## src/rtl/pm_evt_pkg.sv

```systemverilog
// Shared constants and types for the power-management event collector.
// Assumes an eight-source status layout and a two-bit register address space.
package pm_evt_pkg;
    localparam int NUM_WAKE = 3;
    localparam int NUM_SRC  = 8;
    localparam int REG_W    = 16;
    localparam int ADDR_W   = 2;

    // Status and enable bit positions (decoded by software)
    localparam int SB_PWRUP = 0;
    localparam int SB_GPIO  = 1;
    localparam int SB_SMI   = 2;
    localparam int SB_THERM = 3;
    localparam int SB_USB   = 4;
    localparam int SB_WAKE0 = 5;

    // Control register layout
    localparam int CB_SCI_EN = 0;
    localparam int CB_OVR0   = 1;

    localparam logic [REG_W-1:0] EN_MASK   = REG_W'((1 << NUM_SRC) - 1);
    localparam logic [REG_W-1:0] CTRL_MASK = REG_W'((1 << (NUM_WAKE + 1)) - 1);

    typedef enum logic [ADDR_W-1:0] {
        RA_STATUS = 2'd0,
        RA_ENABLE = 2'd1,
        RA_CTRL   = 2'd2,
        RA_SPARE  = 2'd3
    } reg_addr_e;
endpackage

```

## src/rtl/pm_wake_filter.sv

```systemverilog
// Synchronizes one asynchronous wake pin and debounces it.
// A change is accepted once the synchronized value has differed from the
// accepted level for DEB_CYCLES consecutive clocks; every accepted change
// (either direction) gives a one-clock event. Assumes DEB_CYCLES >= 1.
module pm_wake_filter #(
    parameter int DEB_CYCLES = 1023
) (
    input  logic clk,
    input  logic rst_n,
    input  logic pin_i,
    output logic evt_o
);
    localparam int CNT_W = (DEB_CYCLES < 2) ? 1 : $clog2(DEB_CYCLES + 1);
    localparam logic [CNT_W-1:0] CNT_LAST = CNT_W'(DEB_CYCLES - 1);

    logic [1:0]       sync_q;
    logic             lvl_q;
    logic [CNT_W-1:0] cnt_q;
    logic             evt_q;

    // Two-flop synchronizer for the asynchronous pin
    always_ff @(posedge clk) begin
        if (!rst_n) sync_q <= 2'b00;
        else        sync_q <= {sync_q[0], pin_i};
    end

    // Debounce counter: accept the new level after a full stable window
    always_ff @(posedge clk) begin
        if (!rst_n) begin
            lvl_q <= 1'b0;
            cnt_q <= '0;
            evt_q <= 1'b0;
        end else if (sync_q[1] != lvl_q) begin
            if (cnt_q == CNT_LAST) begin
                lvl_q <= sync_q[1];
                cnt_q <= '0;
                evt_q <= 1'b1;
            end else begin
                cnt_q <= cnt_q + 1'b1;
                evt_q <= 1'b0;
            end
        end else begin
            cnt_q <= '0;
            evt_q <= 1'b0;
        end
    end

    assign evt_o = evt_q;

    AST_EVT_MOVES_LEVEL: assert property (@(posedge clk) disable iff (!rst_n)
        evt_q |-> (lvl_q != $past(lvl_q)));
    AST_LEVEL_HELD: assert property (@(posedge clk) disable iff (!rst_n)
        (sync_q[1] == lvl_q) |=> $stable(lvl_q));
endmodule

```

## src/rtl/pm_evt_status.sv

```systemverilog
// Sticky status bits, cleared by write-1. A set request in the same cycle
// as a clear keeps the bit set. Assumes set_i is synchronous to clk.
module pm_evt_status #(
    parameter int N = 8
) (
    input  logic         clk,
    input  logic         rst_n,
    input  logic [N-1:0] set_i,
    input  logic [N-1:0] clr_i,
    output logic [N-1:0] stat_o
);
    logic [N-1:0] stat_q;

    // Per-bit sticky latch with set priority over clear
    always_ff @(posedge clk) begin
        if (!rst_n) stat_q <= '0;
        else        stat_q <= (stat_q & ~clr_i) | set_i;
    end

    assign stat_o = stat_q;

    AST_STICKY: assert property (@(posedge clk) disable iff (!rst_n)
        (clr_i == '0) |=> ((stat_q & $past(stat_q)) == $past(stat_q)));
    AST_SET_WINS: assert property (@(posedge clk) disable iff (!rst_n)
        (set_i != '0) |=> ((stat_q & $past(set_i)) == $past(set_i)));
    AST_ZERO_KEEPS: assert property (@(posedge clk) disable iff (!rst_n)
        1'b1 |=> ((stat_q & ~$past(clr_i) & $past(stat_q)) == ($past(stat_q) & ~$past(clr_i))));
endmodule

```

## src/rtl/pm_evt_regs.sv

```systemverilog
// Enable and control registers plus the read multiplexer. Produces the
// write-1 clear vector for the status bits. Assumes one access per cycle.
module pm_evt_regs
    import pm_evt_pkg::*;
(
    input  logic                clk,
    input  logic                rst_n,
    input  logic                wr_i,
    input  logic [ADDR_W-1:0]   addr_i,
    input  logic [REG_W-1:0]    wdata_i,
    input  logic [NUM_SRC-1:0]  stat_i,
    output logic [NUM_SRC-1:0]  clr_o,
    output logic [NUM_SRC-1:0]  en_o,
    output logic                sci_en_o,
    output logic [NUM_WAKE-1:0] ovr_o,
    output logic [REG_W-1:0]    rdata_o
);
    logic [REG_W-1:0] en_q;
    logic [REG_W-1:0] ctrl_q;
    reg_addr_e        ra;

    assign ra = reg_addr_e'(addr_i);

    // Writable register storage; reserved bits are masked to zero
    always_ff @(posedge clk) begin
        if (!rst_n) begin
            en_q   <= '0;
            ctrl_q <= '0;
        end else if (wr_i) begin
            if (ra == RA_ENABLE) en_q   <= wdata_i & EN_MASK;
            if (ra == RA_CTRL)   ctrl_q <= wdata_i & CTRL_MASK;
        end
    end

    // Write-1 clear vector toward the status bits
    always_comb begin
        clr_o = '0;
        if (wr_i && ra == RA_STATUS) clr_o = wdata_i[NUM_SRC-1:0];
    end

    // Read multiplexer
    always_comb begin
        unique case (ra)
            RA_STATUS: rdata_o = REG_W'(stat_i);
            RA_ENABLE: rdata_o = en_q;
            RA_CTRL:   rdata_o = ctrl_q;
            default:   rdata_o = '0;
        endcase
    end

    assign en_o     = en_q[NUM_SRC-1:0];
    assign sci_en_o = ctrl_q[CB_SCI_EN];
    assign ovr_o    = ctrl_q[CB_OVR0 +: NUM_WAKE];

    AST_EN_RSVD: assert property (@(posedge clk) disable iff (!rst_n)
        1'b1 |=> (en_q[REG_W-1:NUM_SRC] == '0));
endmodule

```

## src/rtl/pm_evt_sci.sv

```systemverilog
// Top of the power-management event collector: filters the wake pins,
// latches all events into sticky status, and gates the SCI with per-source
// and global enables. Overridden wake pins drive smi_o instead of status.
// Assumes the non-pin event inputs are synchronous to clk.
module pm_evt_sci
    import pm_evt_pkg::*;
#(
    parameter int CLK_MHZ     = 33,
    parameter int DEBOUNCE_NS = 31000
) (
    input  logic                clk,
    input  logic                rst_n,
    input  logic [2:0]          wake_pin_i,
    input  logic                thermal_i,
    input  logic                usb_evt_i,
    input  logic                smi_evt_i,
    input  logic                gpio_pme_i,
    input  logic                pwrup_req_i,
    input  logic                reg_wr_i,
    input  logic [1:0]          reg_addr_i,
    input  logic [15:0]         reg_wdata_i,
    output logic [15:0]         reg_rdata_o,
    output logic                sci_o,
    output logic                smi_o
);
    localparam int DEB_RAW    = (CLK_MHZ * DEBOUNCE_NS) / 1000;
    localparam int DEB_CYCLES = (DEB_RAW < 1) ? 1 : DEB_RAW;

    logic [NUM_WAKE-1:0] wake_evt;
    logic [NUM_WAKE-1:0] ovr;
    logic [NUM_SRC-1:0]  set_vec;
    logic [NUM_SRC-1:0]  clr_vec;
    logic [NUM_SRC-1:0]  stat;
    logic [NUM_SRC-1:0]  en;
    logic                sci_en;

    // One synchronizer and debounce filter per wake pin
    for (genvar g = 0; g < NUM_WAKE; g++) begin : g_wake
        pm_wake_filter #(.DEB_CYCLES(DEB_CYCLES)) u_filt (
            .clk   (clk),
            .rst_n (rst_n),
            .pin_i (wake_pin_i[g]),
            .evt_o (wake_evt[g])
        );
    end

    // Route each event to its status bit; overridden wake events are withheld
    always_comb begin
        set_vec           = '0;
        set_vec[SB_PWRUP] = pwrup_req_i;
        set_vec[SB_GPIO]  = gpio_pme_i;
        set_vec[SB_SMI]   = smi_evt_i;
        set_vec[SB_THERM] = thermal_i;
        set_vec[SB_USB]   = usb_evt_i;
        set_vec[SB_WAKE0 +: NUM_WAKE] = wake_evt & ~ovr;
    end

    pm_evt_status #(.N(NUM_SRC)) u_stat (
        .clk    (clk),
        .rst_n  (rst_n),
        .set_i  (set_vec),
        .clr_i  (clr_vec),
        .stat_o (stat)
    );

    pm_evt_regs u_regs (
        .clk      (clk),
        .rst_n    (rst_n),
        .wr_i     (reg_wr_i),
        .addr_i   (reg_addr_i),
        .wdata_i  (reg_wdata_i),
        .stat_i   (stat),
        .clr_o    (clr_vec),
        .en_o     (en),
        .sci_en_o (sci_en),
        .ovr_o    (ovr),
        .rdata_o  (reg_rdata_o)
    );

    // Three-gate SCI: status, per-source enable, global enable
    assign sci_o = sci_en & (|(stat & en));
    // SMI from any overridden wake pin event
    assign smi_o = |(ovr & wake_evt);

    AST_SCI_NEEDS_EN: assert property (@(posedge clk) disable iff (!rst_n)
        sci_o |-> (sci_en && (stat != '0)));
    AST_SMI_NEEDS_OVR: assert property (@(posedge clk) disable iff (!rst_n)
        smi_o |-> (ovr != '0));
    AST_OVR_NO_STATUS: assert property (@(posedge clk) disable iff (!rst_n)
        ((ovr & wake_evt) != '0) |=>
        ((stat[SB_WAKE0 +: NUM_WAKE] & ~$past(stat[SB_WAKE0 +: NUM_WAKE])
          & $past(ovr & wake_evt)) == '0));
endmodule

```

## config.mk

```make
export PLATFORM = sky130hd
export DESIGN_NAME = pm_evt_sci
export DESIGN_NICKNAME = d
export VERILOG_FILES = /design/src/rtl/pm_evt_pkg.sv /design/src/rtl/pm_wake_filter.sv /design/src/rtl/pm_evt_status.sv /design/src/rtl/pm_evt_regs.sv /design/src/rtl/pm_evt_sci.sv
export SDC_FILE = /design/constraint.sdc
export NUM_CORES = 1
export LEC_CHECK = 0
export ABC_AREA = 1
export CORE_MARGIN = 5
export CORE_UTILIZATION = 49
export DETAILED_ROUTE_END_ITERATION = 8
export PLACE_DENSITY = 0.76
export SETUP_SLACK_MARGIN = 0.1
export SYNTH_ARGS = -nofsm -noshare
export SYNTH_HDL_FRONTEND = slang
export SYNTH_HIERARCHICAL = 1
export SYNTH_SLANG_ARGS = --single-unit
```

## constraint.sdc

```tcl
create_clock -name clk -period 1 [get_ports clk]
set_input_delay 0.2 -clock clk [delete_from_list [all_inputs] [get_ports clk]]
set_output_delay 0.2 -clock clk [all_outputs]
set_load 0.02 [all_outputs]
```

==> results.md, run 1 <==
* Status: finished, violations left
* Violated checks: negative setup slack
* Via count at 2820
* Total Routing Usage GR at 19.35%
* Num rows at 28
* Number of distinct library cells after synthesis at 22
* Initial core utilization at 51.02%
* Initial DRT Pass Iterations at 7
* Post-synth top flop: dfxtp_1
* FF-to-FF setup slack at -110 ps
* Hpwl dp at 4738 um
* Internal power at 0.003915 W
* Post-synthesis register bit count at 62
* Fillcell total at 453
* Critical-path maximum fanout at 2
* Syn-to-layout area delta at 46.19%
* Pin count of the biggest net entering global routing at 17
* Routed WL per cell at 11.70 um
* Number of synthesized flops with an enable pin at 0
* Worst reg2reg path depth at 7
* Worst hold slack at 380.1 ps
* # port buffers at 30
* Logic pwr share at 10.9%
* Switching Power at 0.001266 W
* Final nets at 556
* Core area at 6026 um^2
* Share of post-route cells with drive strength above 1 at 44.49%
* Fmax achieved at 748.0 MHz
* H-tree Lvls at 3
* WHS Path Cells at 3
* RSZ-0062 raised after global routing: true
* CP Capture Type: output pin
* DIE AREA at 7958 um^2
* Critical path depth at 5
* Initial DRC count at 118
* Most frequent cells after synthesis: 108 x nand2_1, 68 x nor2_1, 66 x inv_1
* Critical Path AT at 1140 ps
* Max Root-Sink Buffers at 2
* Clk slew on worst S/H paths at 70 ps
* CP Launch Type: register
* First-pass GRT wire length at 12030 um
* Synthesized area per cell at 7.233 um^2
* Area contributors post-synth: dfxtp_1 40%, nand2_1 13%, nor2_1 8.3%, inv_1 8.1%, nor2_4 4.4%
* Cell taking the most area after synthesis: dfxtp_1
* Sequential share of the synthesized area at 40.37%
* Die Span X at 89.21 um
* CTS tree: yes
* Antenna Nets Post-Route at 0
* Power density over the cells at 1153 nW/um^2
* Crit path time final at 1337 ps
* Post-Syn Instances at 425
* Flop pwr share at 49.4%
* Antenna violations before repair at 0
* Count leader, synth: nand2_1
* Area of the mapped netlist at 3074 um^2
* Inserted Clock Buffers at 9
* Total congestion overflow at 0
* Required @ worst endpoint at 800 ps
* Vias in the first global route at 2813
* Worst VDD drop at 0.0008781 V
* Critical setup path kind: register to output pin
* Gpl congestion at 0.8185
* Crit-path max cell delay at 320 ps
* Ys Warns at 6
* Sw Ratio at 24.44%
* Clock skew at 8.644 ps
* Final Hold Fails at 0
* Hold Crit Class: input port to register
* Slowest cell on the critical path: dfxtp_2
* Fin area at 4494 um^2
* Hold Buf Count CTS at 0
* Worst path bufs/invs at 1
* Via density at 4.692
* Synth top area share at 40.37%
* Post-synth ARST share at 0%
* Pleak at 1.864 nW
* Io pins at 47
* Final WL at 7029 um
* Clock latency on the worst-skew pair at 330 ps
* DRC at 0
* Area after DPL at 3985 um^2
* Die span in y at 89.21 um
* Delay-heaviest family, CP: flip-flops
* Clock power share at 39.7%
* Worst-path cell chain: nand2_1 > nand2_1 > nor2_2 > a21oi_2 > buf_4
* Worst setup margin at -336.8 ps
* CTS Sinks at 62
* CTS Root Cell: clkbuf_8
* Max cap viols at 0
* Antenna Cells at 0
* Final period util at 133.7%
* Final setup vio count at 44
* Most used cell, CP: nand2_1
* Slew Limit Fails at 0
-- repair_timing --
item / in CTS / in global routing
pin swaps: 35 / 22
cloned: 1 / 0
gates resized for setup: 109 / 40
setup endpoints to repair: 67 / 57
setup buffers: 7 / 3
-- sequential cells by signal, summed over array words and instances, names as in the netlist --
register,count
g_wake.u_filt/cnt_q,30
g_wake.u_filt/evt_o,3
g_wake.u_filt/lvl_q,3
g_wake.u_filt/sync_q,6
u_regs/ctrl_q,4
u_regs/en_q,8
u_stat/stat_o,8
-- cells in the final DEF, fill, tap and decap left out, types with 3 or more instances in the layout --
cell type / Yosys / layout
nand2_1: 108 / 93
conb_1: 1 / 8
o211ai_1: 4 / 4
clkinv_2: 0 / 4
a31oi_1: 3 / 3
buf_6: 1 / 6
inv_1: 66 / 55
dfxtp_1: 62 / 30
buf_4: 9 / 60
clkbuf_8: 0 / 9
nand2_2: 3 / 14
nor2_1: 68 / 47
nor2_4: 12 / 20
nor2_2: 7 / 21
nand2_8: 0 / 5
a21oi_2: 0 / 11
dfxtp_2: 0 / 25
nand3_4: 4 / 4
xnor2_1: 9 / 6
inv_2: 1 / 10
ha_4: 0 / 6
nor3_2: 3 / 3
o21ai_1: 0 / 3
dfxtp_4: 0 / 7
nand3_1: 23 / 10
xnor2_2: 0 / 3
nand3_2: 0 / 13
clkdlybuf4s50_1: 0 / 16
or2_1: 3 / 3
nand2_4: 7 / 6
a21oi_1: 21 / 10
-- metal layers --
layer	vias up	GRT usage, %	share of wire [%]	wire (um)
li1	1480	-	-	-
met1	1279	22.05	43	2996
met2	52	34.36	51	3618
met3	9	5.069	5.0	354
met4	0	7.578	0.84	59
met5	-	0	0	0
-- logic make-up (layout without fill, tap and decap cells) --
kind of cell / after synthesis / count (layout) / synth area share (%)
other: 1 / 8 / 0.1220
adders and majority gates: 6 / 6 / 2.442
DFF: 62 / 62 / 40.37
buffers and inverters: 77 / 170 / 10.74
xor gates and xnor gates: 9 / 9 / 2.564
and+or+nand+nor: 238 / 239 / 38.10
AOI/OAI and AO/OA: 32 / 32 / 5.657
-- power by group through the flow --
stage | clock, W | combinational, W | sequential [W]
3_3_place_gp | 0 | 0.000486 | 0.00261
4_1_cts | 0.00212 | 0.000532 | 0.00256
2_1_floorplan | 0 | 0.000255 | 0.00260
6_report | 0.00206 | 0.000562 | 0.00256
5_1_grt | 0.00228 | 0.000615 | 0.00257
3_5_place_dp | 0 | 0.000497 | 0.00261
-- cell type report --
| cell class | count | area [um^2] | area share, % |
|---|---|---|---|
| multi-input combinational | 294 | 1937 | 43.10 |
| sequential | 62 | 1299 | 28.90 |
| timing repair buffer | 87 | 725.7 | 16.15 |
| inverter | 67 | 257.7 | 5.735 |
| clock buffer | 11 | 131.4 | 2.923 |
| tap | 75 | 93.84 | 2.088 |
| clock inverter | 5 | 50.05 | 1.114 |
-- metrics by stage --
step,utilization [%],cells,power [W],setup slack (ps),TNS [ps]
CTS,72.36,601,0.005209,-343.3,-4938
global placement,66.13,577,0.003093,-1061,-34570
global route,74.58,601,0.005459,-406.0,-7698
floorplan,-,432,0.002854,5.125,0
finish,74.58,601,0.005181,-336.8,-5026
detailed placement,66.13,577,0.003106,-1075,-37470
-- worst paths after layout --
path                                                 to                             startpoint
setup reg to reg   g_wake[0].u_filt/cnt_q[4]$_SDFF_PP0_   g_wake[0].u_filt/cnt_q[0]$_SDFF_PP0_
hold reg to reg   g_wake[2].u_filt/sync_q[1]$_SDFF_PN0_  g_wake[2].u_filt/sync_q[0]$_SDFF_PN0_
hold / removal      g_wake[0].u_filt/lvl_q$_SDFFE_PN0P_                                  rst_n
setup / recovery                                  sci_o            u_stat/stat_o[6]$_SDFF_PN0_
-- tightest hold or removal path, delay by kind of cell --
family                 cells  cell delay [ps]
and+or+nand+nor            2              140
buffers and inverters      1              330
(Power assumes the default switching activity.)
==> inputs of run 2 (changes only) <==
--- a/config.mk
+++ b/config.mk
@@ -11,6 +11,7 @@
 export DETAILED_ROUTE_END_ITERATION = 8
 export PLACE_DENSITY = 0.76
 export SETUP_SLACK_MARGIN = 0.1
+export SLEW_MARGIN = 0
 export SYNTH_ARGS = -nofsm -noshare
 export SYNTH_HDL_FRONTEND = slang
 export SYNTH_HIERARCHICAL = 1
==> results of run 2 <==
Same layout as run 1: the final DEF is identical, and so are final timing and power.
